$ cat src/rtl/wkup_pkg.sv
package wkup_pkg;
    localparam int EXT_LINES = 16;
    localparam int DATA_W    = 32;
    localparam int ADDR_W    = 3;

    typedef enum logic [ADDR_W-1:0] {
        REG_RISE  = 3'd0,
        REG_FALL  = 3'd1,
        REG_IMASK = 3'd2,
        REG_WMASK = 3'd3,
        REG_PEND  = 3'd4,
        REG_SEC   = 3'd5,
        REG_BSEL  = 3'd6
    } reg_addr_e;
endpackage

$ cat src/rtl/wkup_sync.sv
module wkup_sync #(
    parameter int W = 64
) (
    input  logic         clk_i,
    input  logic         rst_ni,
    input  logic [W-1:0] d_i,
    output logic [W-1:0] q_o
);
    typedef struct packed {
        logic [W-1:0] s1;
        logic [W-1:0] s2;
    } sync_t;

    sync_t st_d, st_q;

    always_comb begin
        st_d    = st_q;
        st_d.s1 = d_i;
        st_d.s2 = st_q.s1;
    end

    always_ff @(posedge clk_i or negedge rst_ni) begin
        if (!rst_ni) st_q <= '0;
        else         st_q <= st_d;
    end

    assign q_o = st_q.s2;
endmodule

$ cat src/rtl/wkup_edge.sv
module wkup_edge
    import wkup_pkg::*;
#(
    parameter int NUM_BANKS = 4,
    parameter int SELW      = 2
) (
    input  logic                          clk_i,
    input  logic                          rst_ni,
    input  logic [NUM_BANKS*EXT_LINES-1:0] pins_i,
    input  logic [EXT_LINES*SELW-1:0]     bsel_q_i,
    input  logic [EXT_LINES*SELW-1:0]     bsel_d_i,
    output logic [EXT_LINES-1:0]          rise_o,
    output logic [EXT_LINES-1:0]          fall_o
);
    logic [EXT_LINES-1:0] cur, nxt;
    logic [EXT_LINES-1:0] prev_d, prev_q;

    for (genvar n = 0; n < EXT_LINES; n++) begin : g_line
        always_comb begin
            cur[n] = 1'b0;
            nxt[n] = 1'b0;
            for (int b = 0; b < NUM_BANKS; b++) begin
                if (int'(bsel_q_i[n*SELW +: SELW]) == b) cur[n] = pins_i[b*EXT_LINES + n];
                if (int'(bsel_d_i[n*SELW +: SELW]) == b) nxt[n] = pins_i[b*EXT_LINES + n];
            end
        end
    end

    // previous value follows the pin that will be selected after this edge
    always_comb begin
        prev_d = nxt;
    end

    always_ff @(posedge clk_i or negedge rst_ni) begin
        if (!rst_ni) prev_q <= '0;
        else         prev_q <= prev_d;
    end

    assign rise_o = cur & ~prev_q;
    assign fall_o = ~cur & prev_q;
endmodule

$ cat src/rtl/wkup_regs.sv
module wkup_regs
    import wkup_pkg::*;
#(
    parameter int                NUM_INT   = 8,
    parameter int                NUM_BANKS = 4,
    parameter int                SELW      = 2,
    parameter logic [NUM_INT-1:0] IRQ_CAP  = 'h3
) (
    input  logic                          clk_i,
    input  logic                          rst_ni,
    input  logic                          bus_en_i,
    input  logic                          bus_wr_i,
    input  logic                          bus_sec_i,
    input  logic [ADDR_W-1:0]             bus_addr_i,
    input  logic [DATA_W-1:0]             bus_wdata_i,
    output logic [DATA_W-1:0]             bus_rdata_o,
    input  logic [EXT_LINES-1:0]          ext_rise_i,
    input  logic [EXT_LINES-1:0]          ext_fall_i,
    input  logic [NUM_INT-1:0]            int_evt_i,
    output logic [EXT_LINES+NUM_INT-1:0]  pend_o,
    output logic [EXT_LINES+NUM_INT-1:0]  imask_o,
    output logic [EXT_LINES+NUM_INT-1:0]  wmask_o,
    output logic [EXT_LINES+NUM_INT-1:0]  sec_o,
    output logic [EXT_LINES*SELW-1:0]     bsel_q_o,
    output logic [EXT_LINES*SELW-1:0]     bsel_d_o
);
    localparam int NL = EXT_LINES + NUM_INT;
    localparam int BW = EXT_LINES * SELW;
    localparam logic [NL-1:0] CAP_ALL = {IRQ_CAP, {EXT_LINES{1'b1}}};

    typedef struct packed {
        logic [EXT_LINES-1:0] rise;
        logic [EXT_LINES-1:0] fall;
        logic [NL-1:0]        imask;
        logic [NL-1:0]        wmask;
        logic [NL-1:0]        pend;
        logic [NL-1:0]        sec;
        logic [BW-1:0]        bsel;
    } regs_t;

    regs_t st_d, st_q;

    logic          wr;
    logic [NL-1:0] lmask;
    logic [NL-1:0] wd;
    logic [NL-1:0] clr;
    logic [NL-1:0] evt;

    always_comb begin
        wr    = bus_en_i & bus_wr_i;
        lmask = bus_sec_i ? '1 : ~st_q.sec;
        wd    = bus_wdata_i[NL-1:0];
        evt   = {int_evt_i, (ext_rise_i & st_q.rise) | (ext_fall_i & st_q.fall)};
        clr   = '0;
        st_d  = st_q;
        if (wr) begin
            case (reg_addr_e'(bus_addr_i))
                REG_RISE:  st_d.rise  = (st_q.rise & ~lmask[EXT_LINES-1:0])
                                      | (wd[EXT_LINES-1:0] & lmask[EXT_LINES-1:0]);
                REG_FALL:  st_d.fall  = (st_q.fall & ~lmask[EXT_LINES-1:0])
                                      | (wd[EXT_LINES-1:0] & lmask[EXT_LINES-1:0]);
                REG_IMASK: st_d.imask = ((st_q.imask & ~lmask) | (wd & lmask)) & CAP_ALL;
                REG_WMASK: st_d.wmask = (st_q.wmask & ~lmask) | (wd & lmask);
                REG_PEND:  clr        = wd & lmask;
                REG_SEC:   if (bus_sec_i) st_d.sec = wd;
                REG_BSEL: begin
                    for (int n = 0; n < EXT_LINES; n++) begin
                        if (lmask[n] && (int'(bus_wdata_i[n*SELW +: SELW]) < NUM_BANKS))
                            st_d.bsel[n*SELW +: SELW] = bus_wdata_i[n*SELW +: SELW];
                    end
                end
                default: ;
            endcase
        end
        st_d.pend = (st_q.pend & ~clr) | evt;
    end

    always_ff @(posedge clk_i or negedge rst_ni) begin
        if (!rst_ni) st_q <= '0;
        else         st_q <= st_d;
    end

    // read path: secure lines hidden from non-secure masters
    logic [NL-1:0] rmask;
    logic [BW-1:0] bmask;

    always_comb begin
        rmask       = bus_sec_i ? '1 : ~st_q.sec;
        bmask       = '0;
        for (int n = 0; n < EXT_LINES; n++) bmask[n*SELW +: SELW] = {SELW{rmask[n]}};
        bus_rdata_o = '0;
        case (reg_addr_e'(bus_addr_i))
            REG_RISE:  bus_rdata_o[EXT_LINES-1:0] = st_q.rise & rmask[EXT_LINES-1:0];
            REG_FALL:  bus_rdata_o[EXT_LINES-1:0] = st_q.fall & rmask[EXT_LINES-1:0];
            REG_IMASK: bus_rdata_o[NL-1:0]        = st_q.imask & rmask;
            REG_WMASK: bus_rdata_o[NL-1:0]        = st_q.wmask & rmask;
            REG_PEND:  bus_rdata_o[NL-1:0]        = st_q.pend & rmask;
            REG_SEC:   bus_rdata_o[NL-1:0]        = st_q.sec;
            REG_BSEL:  bus_rdata_o[BW-1:0]        = st_q.bsel & bmask;
            default:   bus_rdata_o                = '0;
        endcase
    end

    assign pend_o   = st_q.pend;
    assign imask_o  = st_q.imask;
    assign wmask_o  = st_q.wmask;
    assign sec_o    = st_q.sec;
    assign bsel_q_o = st_q.bsel;
    assign bsel_d_o = st_d.bsel;
endmodule

$ cat src/rtl/wkup_ctrl.sv
module wkup_ctrl
    import wkup_pkg::*;
#(
    parameter int                 NUM_BANKS = 4,
    parameter int                 NUM_INT   = 8,
    parameter logic [NUM_INT-1:0] IRQ_CAP   = 'h3
) (
    input  logic                          clk_i,
    input  logic                          rst_ni,
    input  logic [NUM_BANKS*16-1:0]       gpio_i,
    input  logic [NUM_INT-1:0]            int_evt_i,
    input  logic                          bus_en_i,
    input  logic                          bus_wr_i,
    input  logic                          bus_sec_i,
    input  logic [2:0]                    bus_addr_i,
    input  logic [31:0]                   bus_wdata_i,
    output logic [31:0]                   bus_rdata_o,
    output logic [16+NUM_INT-1:0]         irq_o,
    output logic                          wake_o
);
    localparam int NL   = EXT_LINES + NUM_INT;
    localparam int SELW = (NUM_BANKS > 1) ? $clog2(NUM_BANKS) : 1;
    localparam int NP   = NUM_BANKS * EXT_LINES;

    logic [NP-1:0]             pins_s;
    logic [EXT_LINES-1:0]      rise_w, fall_w;
    logic [NL-1:0]             pend_w, imask_w, wmask_w, sec_w;
    logic [EXT_LINES*SELW-1:0] bsel_q_w, bsel_d_w;

    wkup_sync #(.W(NP)) u_sync (
        .clk_i  (clk_i),
        .rst_ni (rst_ni),
        .d_i    (gpio_i),
        .q_o    (pins_s)
    );

    wkup_edge #(.NUM_BANKS(NUM_BANKS), .SELW(SELW)) u_edge (
        .clk_i    (clk_i),
        .rst_ni   (rst_ni),
        .pins_i   (pins_s),
        .bsel_q_i (bsel_q_w),
        .bsel_d_i (bsel_d_w),
        .rise_o   (rise_w),
        .fall_o   (fall_w)
    );

    wkup_regs #(
        .NUM_INT(NUM_INT), .NUM_BANKS(NUM_BANKS), .SELW(SELW), .IRQ_CAP(IRQ_CAP)
    ) u_regs (
        .clk_i       (clk_i),
        .rst_ni      (rst_ni),
        .bus_en_i    (bus_en_i),
        .bus_wr_i    (bus_wr_i),
        .bus_sec_i   (bus_sec_i),
        .bus_addr_i  (bus_addr_i),
        .bus_wdata_i (bus_wdata_i),
        .bus_rdata_o (bus_rdata_o),
        .ext_rise_i  (rise_w),
        .ext_fall_i  (fall_w),
        .int_evt_i   (int_evt_i),
        .pend_o      (pend_w),
        .imask_o     (imask_w),
        .wmask_o     (wmask_w),
        .sec_o       (sec_w),
        .bsel_q_o    (bsel_q_w),
        .bsel_d_o    (bsel_d_w)
    );

    always_comb begin
        irq_o  = pend_w & imask_w;
        wake_o = |(pend_w & wmask_w);
    end
endmodule

$ cat config.mk
export PLATFORM = sky130hd
export DESIGN_NAME = wkup_ctrl
export DESIGN_NICKNAME = d
export VERILOG_FILES = /design/src/rtl/wkup_pkg.sv /design/src/rtl/wkup_sync.sv /design/src/rtl/wkup_edge.sv /design/src/rtl/wkup_regs.sv /design/src/rtl/wkup_ctrl.sv
export SDC_FILE = /design/constraint.sdc
export NUM_CORES = 1
export LEC_CHECK = 0
export BUFFER_PORTS_ARGS = -buffer_cell sky130_fd_sc_hd__buf_2
export CAP_MARGIN = 5
export CORE_ASPECT_RATIO = 0.75
export CORE_MARGIN = 3
export CORE_UTILIZATION = 40
export CTS_CLUSTER_DIAMETER = 30
export DETAILED_ROUTE_END_ITERATION = 10
export GPL_TIMING_DRIVEN = 0
export MAX_ROUTING_LAYER = met4
export PLACE_DENSITY = 0.63
export SLEW_MARGIN = 30
export SYNTH_ARGS = -nofsm -noshare
export SYNTH_HDL_FRONTEND = slang
export SYNTH_SLANG_ARGS = --single-unit
export TNS_END_PERCENT = 20
$ cat constraint.sdc
create_clock -name clk_i -period 3.55 [get_ports clk_i]
set_clock_uncertainty 0.2 [all_clocks]
set_input_delay 0 -clock clk_i [delete_from_list [all_inputs] [get_ports clk_i]]
set_output_delay 0 -clock clk_i [all_outputs]
set_load 0.01 [all_outputs]
==> results of run 1 <==
[routing by layer]
layer | GRT usage [%] | wire [um]
met5 | - | 0
met3 | 4.65 | 3180
met4 | 7.02 | 916
met2 | 37.5 | 18900
met1 | 33.9 | 18300
[worst max-delay path, stage by stage]
cell and delay, ns:
dlygate4sd3_1 0.53, buf_2 0.11, buf_4 0.17, clkbuf_1 0.54, nand2b_1 0.33, clkbuf_1 0.45
o211ai_1 0.43, buf_2 0.20
[kinds of logic (layout without fill, tap and decap cells)]
group                  count (synthesis)  count (layout)  share of synthesized area, %
muxes                                199             199                          21.5
AOI/OAI and AO/OA                     94              94                          5.61
other                                  1               6                        0.0285
DFF                                  298             298                          56.7
and+or+nand+nor                      292             292                          13.8
buffers and inverters                 52             513                          2.32
[power by group]
part           total, W  internal, W  switching [W]  leakage [nW]
sequential      0.00432      0.00390       0.000420          3.50
combinational   0.00185      0.00101       0.000835          3.44
clock           0.00557      0.00375        0.00183         0.972
[cells in the final DEF (no fill, tap or decap), types with 7 or more instances in the layout]
| cell type | synthesis | layout |
|---|---|---|
| o211ai_1 | 14 | 14 |
| dfrtp_1 | 298 | 298 |
| a221o_1 | 16 | 16 |
| nand3b_1 | 17 | 17 |
| buf_2 | 19 | 180 |
| mux2_1 | 7 | 7 |
| nor2_1 | 16 | 16 |
| nor3_1 | 46 | 46 |
| nor2b_1 | 55 | 55 |
| dlygate4sd3_1 | 0 | 195 |
| clkbuf_1 | 15 | 18 |
| mux2_2 | 122 | 122 |
| nor3_4 | 10 | 10 |
| a21o_1 | 8 | 8 |
| o21ai_0 | 9 | 9 |
| bufinv_16 | 0 | 9 |
| a22oi_1 | 35 | 35 |
| mux2_4 | 20 | 20 |
| nand3_1 | 47 | 47 |
| nand4_1 | 19 | 19 |
| nand2_1 | 17 | 17 |
| and2_1 | 19 | 19 |
| a32oi_1 | 9 | 9 |
| clkbuf_16 | 0 | 56 |
| nand2b_1 | 18 | 18 |
| buf_4 | 13 | 13 |
| and3_1 | 9 | 9 |
| nand4b_1 | 8 | 8 |
| inv_6 | 0 | 8 |
| mux4_2 | 46 | 46 |
| clkbuf_8 | 0 | 10 |
[worst paths after layout]
| path | cells past startpoint | slack (ns) | end | from |
|---|---|---|---|---|
| setup reg to reg | 4 | 1.53 | flop | u_regs.sec_o[17] |
| max in group asynchronous | 5 | 1.92 | u_regs.bsel_q_o[22] | rst_ni |
| setup / recovery | 8 | 0.59 | bus_rdata_o[11] | bus_addr_i[2] |
| hold reg to reg | 0 | 0.14 | u_sync.q_o[41] | u_sync.st_d[41] |
| hold / removal | 3 | 0.04 | u_regs.bsel_q_o[27] | bus_wdata_i[27] |
| min in group asynchronous | 4 | 0.38 | u_sync.q_o[19] | rst_ni |
[cell type report]
type                            instances  share of cell area [%]
Timing Repair Buffer                  361                    15.5
Multi-Input combinational cell        591                    29.1
Clock inverter                         31                    2.38
Sequential cell                       298                    40.1
Buffer                                 52                    1.64
Clock buffer                           69                    8.34
Tap cell                              435                    2.93
[stage by stage]
| step | setup slack (ns) | utilization (%) |
|---|---|---|
| global route | 0.586 | 58.5 |
| finish | 0.587 | 58.5 |
| global placement | -3.39 | 45.7 |
| floorplan | 2.06 | - |
| CTS | 0.660 | 58.5 |
| detailed placement | 1.23 | 46.0 |
[timing repair]
| action | CTS | global route |
|---|---|---|
| endpoints found under the hold margin | 448 | 0 |
| hold buffers | 196 | 0 |
| buffers inserted | 0 | 0 |
==> results.yml, run 1 <==
synthesis:
  synthTopCellsByCount: "dfrtp_1, mux2_2, nor2b_1"
  synth_cell_types: 39
  synthFlopType: "dfrtp_1"
  synth-edff-count: 0
  yosysTopAreaCell: "dfrtp_1"
  synth_top_cell_area_share_pct: 56.7
  synthCells: 936
  ys_ff_latch: 298
  synth_seq_area_share_pct: 56.7
  synthTopCellsByArea: "dfrtp_1, mux2_2, mux4_2"
  synth_area_sq_mm: 0.0132
  yosysMostFrequentCell: "dfrtp_1"
  syn_avg_cell_area_sq_um: 14.1
  async_reset_ff_share_pct: 100
  ys_warn_count: 0
drt:
  drt_pass1_iterations: 5
  routed_via_density: 5.43
  wl_per_cell_um: 22.5
  vias: 9976
  ant_nets: 0
  initialDrtViolationCount: 822
  drc: 0
  routed_wl_um: 41300
place:
  dpl-instance-area_sq_mm: 0.0146
  io_buffers: 162
  dp_hpwl_um: 26900
  place_inst: 1541
  routabilityCongestion: 0.881
timing:
  hold_viol: 0
  final_max_slew_viol_count: 0
  period_needed_ns: 2.96
  fin_crit_sh_pct: 83.5
  setup_viol: 0
  rsz0062_at_grt: "no"
  tns_ns: 0
  tightestPinTransition_ns: 0.988
  max_freq_ghz: 0.338
  slew_headroom_pct: 34.1
  whs_ns: 0.0426
critical_path:
  worst-setup-path-type: "in2out"
  cp_max_fo: 10
  endpoint_kind: "output port"
  crit_required_ns: 3.35
  crit_arrival_ns: 2.76
  startpoint_type: "input pin"
final_layout:
  ff_latch_area_sq_mm: 0.00746
  final_cells: 1837
  stdcell_area_sq_mm: 0.0186
  multi_input_area_sq_mm: 0.00541
  final_nets: 1471
  fill_cells: 2613
  antenna_cells: 0
  area.growth.synth_to_final_pct: 41.3
  drive_above_1_share_pct: 35.9
floorplanning:
  core_sq_mm: 0.0318
  fp-row-count: 56
  initial_utilization_pct: 41.4
  fp.dieH_um: 163
  die-area_sq_mm: 0.0351
  io_pins: 169
  die_w_um: 215
global_routing:
  grt_usage_pct: 24.6
  antenna_found_initial: 0
  grt_first_pass_wirelength_um: 64000
  grt_max_degree: 87
  gr-total-overflow: 0
  first_global_vias: 10600
power:
  ir_drop_mv: 0.432
  leakagePower_nw: 7.92
  totalPowerFinal_w: 0.0117
  powerDensity_mw_per_mm2: 631
cts:
  clk_latency_ns: 0.58
  cts_resized: 0
  clock-sinks: 298
  path_clk_slew_ns: 0.05
  root_buffer: "clkbuf_16"
  clock_path_buffers: 3
  numCtsBuffers: 55
  cts_tree: "yes"
  htree_levels: 2
run_status:
  status: "complete, no violations"
hold_path:
  holdCritPathClass: "in2reg"
run:
  max_cap_viol_count: 0
(Power assumes the default switching activity.)
==> run 2, diff against run 1 <==
--- a/config.mk
+++ b/config.mk
@@ -14,7 +14,7 @@
 export DETAILED_ROUTE_END_ITERATION = 10
 export GPL_TIMING_DRIVEN = 0
 export MAX_ROUTING_LAYER = met4
-export PLACE_DENSITY = 0.63
+export PLACE_DENSITY = 0.65
 export SLEW_MARGIN = 30
 export SYNTH_ARGS = -nofsm -noshare
 export SYNTH_HDL_FRONTEND = slang
==> constraint.sdc (replaced) <==
create_clock -name clk_i -period 2.6 [get_ports clk_i]
set_clock_uncertainty 0.2 [all_clocks]
set_input_delay 0 -clock clk_i [delete_from_list [all_inputs] [get_ports clk_i]]
set_output_delay 0 -clock clk_i [all_outputs]
set_load 0.01 [all_outputs]
==> results.yml, run 2 (synthesized netlist as in run 1, its figures left out) <==
run_status:
  status: "complete, no violations"
cts:
  cts_setup_buffers: 0
  clk_latency_ns: 0.58
  root_buffer: "clkbuf_16"
  htree_levels: 2
  clock_path_buffers: 3
  numCtsBuffers: 56
  cts_tree: "yes"
  path_clk_slew_ns: 0.05
  clock-sinks: 298
place:
  place_inst: 1541
  dpl-instance-area_sq_mm: 0.0146
  dp_hpwl_um: 26600
  routabilityCongestion: 0.911
  io_buffers: 162
drt:
  drt_pass1_iterations: 5
  initialDrtViolationCount: 959
  ant_nets: 0
  routed_via_density: 5.55
  wl_per_cell_um: 22.5
  vias: 10300
  drc: 0
  routed_wl_um: 41600
critical_path:
  path_cells: "buf_2, buf_4, dlygate4sd3_1, nor3b_4, buf_4, a22oi_1, o21ai_0, buf_2"
  crit_required_ns: 2.40
  cp_max_fo: 10
  crit_family: "buffers and inverters"
  path_buf_inv: 5
  startpoint_type: "input pin"
  worst_path_max_delay_cell: "dlygate4sd3_1"
  worst-setup-path-type: "in2out"
  max_stage_delay_ns: 0.73
  endpoint_kind: "output port"
  crit_arrival_ns: 2.33
hold_path:
  holdCritPathClass: "in2reg"
final_layout:
  stdcell_area_sq_mm: 0.0186
  drive_above_1_share_pct: 36.0
  layout_commonest_cell: "dfrtp_1"
  area.growth.synth_to_final_pct: 41.2
  post-route-util_pct: 58.4
  fill_cells: 2622
  final_cells: 1848
  final_nets: 1476
  final_cell_mix: "dfrtp_1, dlygate4sd3_1, buf_2, mux2_2, clkbuf_16"
timing:
  final_max_slew_viol_count: 0
  max_freq_ghz: 0.396
  slew_headroom_pct: 32.9
  fin_crit_sh_pct: 97.2
  period_needed_ns: 2.53
  hold_viol: 0
  whs_ns: 0.0378
  rsz0062_at_grt: "yes"
  tightestPinTransition_ns: 1.01
  setup_viol: 0
power:
  combPwrFrac_pct: 16.2
  totalPowerFinal_w: 0.0157
  pwr-share-seq_pct: 37.6
  internal-power_w: 0.0114
  pwr-share-clk_pct: 46.2
  powerDensity_mw_per_mm2: 846
  ir_drop_mv: 0.503
  swShare_pct: 27.5
  leakagePower_nw: 7.88
  switching_power_w: 0.00432
floorplanning:
  die-area_sq_mm: 0.0351
  fp.dieH_um: 163
  die_w_um: 215
  io_pins: 169
  fp-row-count: 56
  initial_utilization_pct: 41.4
  core_sq_mm: 0.0318
global_routing:
  grt_first_pass_wirelength_um: 64100
  antenna_found_initial: 1
  grt_usage_pct: 24.7
  grt_max_degree: 89
  gr-total-overflow: 0
  first_global_vias: 10800
run:
  max_cap_viol_count: 0
==> run 2: changes by cell type in the layout (fill, tap and decap cells not counted), moves of 3 or more <==
cell / delta
clkbuf_8: -6
clkinvlp_4: +6
clkinv_4: +5
bufinv_16: -4
dlygate4sd3_1: +4
inv_6: +3
==> run 2: through the flow <==
stage | setup TNS (ns) | setup slack (ns)
finish | 0 | 0.0729
global route | -0.0129 | -0.00660
CTS | 0 | 0.00488
detailed placement | 0 | 0.319
global placement | -1266.94 | -4.29
floorplan | 0 | 1.11
==> run 2: power groups by stage <==
stage / Sequential (W) / Combinational [W] / Clock (W)
after floorplan: 0.00572 / 0.00151 / 0
after global placement: 0.00593 / 0.00221 / 0
after detailed placement: 0.00595 / 0.00227 / 0
after CTS: 0.00588 / 0.00253 / 0.00739
after global routing: 0.00598 / 0.00275 / 0.00762
final: 0.00591 / 0.00254 / 0.00725
==> run 2: repair_timing <==
action,4_1_cts,5_1_grt
gates resized for setup,0,3
hold endpoints to repair,444,0
endpoints found under the setup margin,0,2
hold buffers,200,0
==> run 2: worst paths after layout <==
check	end	cells past startpoint	from	slack (ns)
setup reg to reg	u_regs.bsel_q_o[11]	4	u_regs.sec_o[5]	0.46
setup / recovery	bus_rdata_o[17]	8	bus_addr_i[2]	0.07
min in group asynchronous	u_regs.pend_o[13]	4	rst_ni	0.38
max in group asynchronous	u_sync.st_d[40]	5	rst_ni	1.01
hold reg to reg	u_sync.q_o[47]	0	u_sync.st_d[47]	0.14
hold / removal	u_regs.bsel_q_o[27]	3	bus_wdata_i[27]	0.04
==> run 2: per-layer routing <==
| layer | track usage, % | wire (um) | vias up |
|---|---|---|---|
| met5 | - | 0 | - |
| met4 | 8.53 | 1250 | 0 |
| met3 | 6.75 | 3960 | 91 |
| met2 | 36.8 | 18800 | 505 |
| met1 | 33.0 | 17500 | 5256 |
| li1 | - | - | 4407 |
==> run 2: cell type report <==
type,count,area (sq um),area share [%]
sequential,298,7460,40.2
multi-input combinational,591,5420,29.2
timing repair buffer,365,2920,15.7
clock buffer,66,1500,8.08
tap,435,544,2.93
clock inverter,40,422,2.27
buffer,52,307,1.65
antenna,1,2.50,0.0135
==> run 2: worst reg2reg max path: stages, from the launching register on <==
cell	delay, ns
dfrtp_1	0.41
nor2b_1	0.19
nor3_2	0.30
mux2_2	0.38
dlygate4sd3_1	0.55
==> run 3, diff against run 2 <==
==> constraint.sdc (replaced) <==
create_clock -name clk_i -period 2.6 [get_ports clk_i]
set_clock_uncertainty 0.2 [all_clocks]
set_input_delay 0.13 -clock clk_i [delete_from_list [all_inputs] [get_ports clk_i]]
set_output_delay 0.13 -clock clk_i [all_outputs]
set_load 0.01 [all_outputs]
==> results.yml, run 3 (synthesized netlist as in run 1, its figures left out) <==
run_status:
  status: "finished with violations"
  violations: "negative setup slack"
timing:
  setup_viol: 6
  tightestPinTransition_ns: 0.991
  slew_headroom_pct: 33.9
  max_freq_ghz: 0.374
  final_max_slew_viol_count: 0
  period_needed_ns: 2.67
  fin_crit_sh_pct: 103
  hold_viol: 0
  whs_ns: 0.0141
  rsz0062_at_grt: "yes"
  tns_ns: -0.200
  setup_slack_ns: -0.0748
drt:
  wl_per_cell_um: 22.6
  drt_pass1_iterations: 5
  ant_nets: 0
  vias: 10100
  drc: 0
  routed_wl_um: 41100
  routed_via_density: 5.53
  initialDrtViolationCount: 888
global_routing:
  grt_max_degree: 89
  grt_usage_pct: 24.4
  gr-total-overflow: 0
  grt_first_pass_wirelength_um: 63200
  antenna_found_initial: 1
  first_global_vias: 10600
critical_path:
  crit_arrival_ns: 2.34
  worstSetupStartpoint: "bus_addr_i[2]"
  cp_num_cells: 7
  rr_endpoint: "u_regs.pend_o[19]"
  cp-endpoint: "bus_rdata_o[13]"
  path_buf_inv: 5
  worst-setup-path-type: "in2out"
  max_stage_delay_ns: 0.55
  crit_required_ns: 2.27
  startpoint_type: "input pin"
  reg2reg_slack_ns: 0.73
  worst_path_max_delay_cell: "clkbuf_1"
  crit_family: "buffers and inverters"
  path_cells: "buf_2, buf_4, clkbuf_1, nand2b_1, clkbuf_1, o211ai_1, buf_2"
  endpoint_kind: "output port"
  cp_max_fo: 10
  r2r-start: "u_regs.sec_o[19]"
  r2r_cells: 4
floorplanning:
  core_sq_mm: 0.0318
  initial_utilization_pct: 41.4
  die_w_um: 215
  fp-row-count: 56
  io_pins: 169
  die-area_sq_mm: 0.0351
  fp.dieH_um: 163
final_layout:
  drive_above_1_share_pct: 36.7
  layout_commonest_cell: "dfrtp_1"
  final_cell_mix: "dfrtp_1, buf_2, dlygate4sd3_1, mux2_2, clkbuf_16"
  post-route-util_pct: 57.5
  area.growth.synth_to_final_pct: 39.1
  final_nets: 1449
power:
  powerDensity_mw_per_mm2: 857
  ir_drop_mv: 0.499
  leakagePower_nw: 7.77
  totalPowerFinal_w: 0.0157
place:
  io_buffers: 162
  routabilityCongestion: 0.911
  dp_hpwl_um: 26600
cts:
  cts_tree: "yes"
  cts_setup_buffers: 0
  htree_levels: 2
  path_clk_slew_ns: 0.05
  clock-sinks: 298
  root_buffer: "clkbuf_16"
  clk_latency_ns: 0.59
  numCtsBuffers: 56
  clock_path_buffers: 3
hold_path:
  holdCritPathClass: "in2reg"
run:
  max_cap_viol_count: 0
## run 3: stage by stage
stage | cells | area, sq um | worst slack (ns)
finish | 1821 | 18300 | -0.0748
global route | 1821 | 18300 | -0.0430
CTS | 1820 | 18300 | 0.00466
detailed placement | 1541 | 14600 | 0.0592
global placement | 1538 | 14500 | -4.42
floorplan | 941 | 13200 | 1.02
## run 3: worst min-delay path by stage
stage / from / end / slack, ns / cells past startpoint
after floorplan: rst_ni / asynchronous set/reset pin / -0.37 / 0
after global placement: gpio_i[25] / u_sync.st_d[25] / 0.04 / 1
after detailed placement: rst_ni / u_sync.q_o[60] / -0.11 / 1
after CTS: gpio_i[34] / u_sync.st_d[34] / 0.0009 / 2
after global routing: gpio_i[6] / u_sync.st_d[6] / 0.006 / 2
final: gpio_i[6] / u_sync.st_d[6] / 0.01 / 2
## run 3: repair_timing
item                       CTS  global route
hold endpoints to repair   444             0
gates resized for setup      0             5
setup endpoints to repair    0            12
hold buffers               173             0
## run 3: layout make-up
| type | count | area (sq um) |
|---|---|---|
| antenna | 1 | 2.50 |
| buffer | 52 | 308 |
| clock buffer | 66 | 1500 |
| clock inverter | 40 | 422 |
| fill | 2643 | 13500 |
| multi-input combinational | 591 | 5410 |
| sequential | 298 | 7460 |
| tap | 435 | 544 |
| timing repair buffer | 338 | 2650 |
## run 3: layer usage
layer / track usage, % / vias up / wire (um)
li1: - / 4352 / -
met4: 8.41 / 0 / 1280
met1: 32.9 / 5138 / 17600
met3: 6.40 / 92 / 3870
met5: - / - / 0
met2: 36.2 / 497 / 18400
## run 3: worst register-to-register path, stage by stage (launching register included)
cell and delay, ns:
dfrtp_1 0.39, nor2b_1 0.16, nand4b_1 0.25, a21o_1 0.21, dlygate4sd3_1 0.55
## run 3: report_power, final
| group | switching (W) | internal, W | total [W] |
|---|---|---|---|
| clock | 0.00260 | 0.00468 | 0.00727 |
| sequential | 0.000580 | 0.00532 | 0.00590 |
| combinational | 0.00115 | 0.00135 | 0.00250 |
| total | 0.00433 | 0.0114 | 0.0157 |
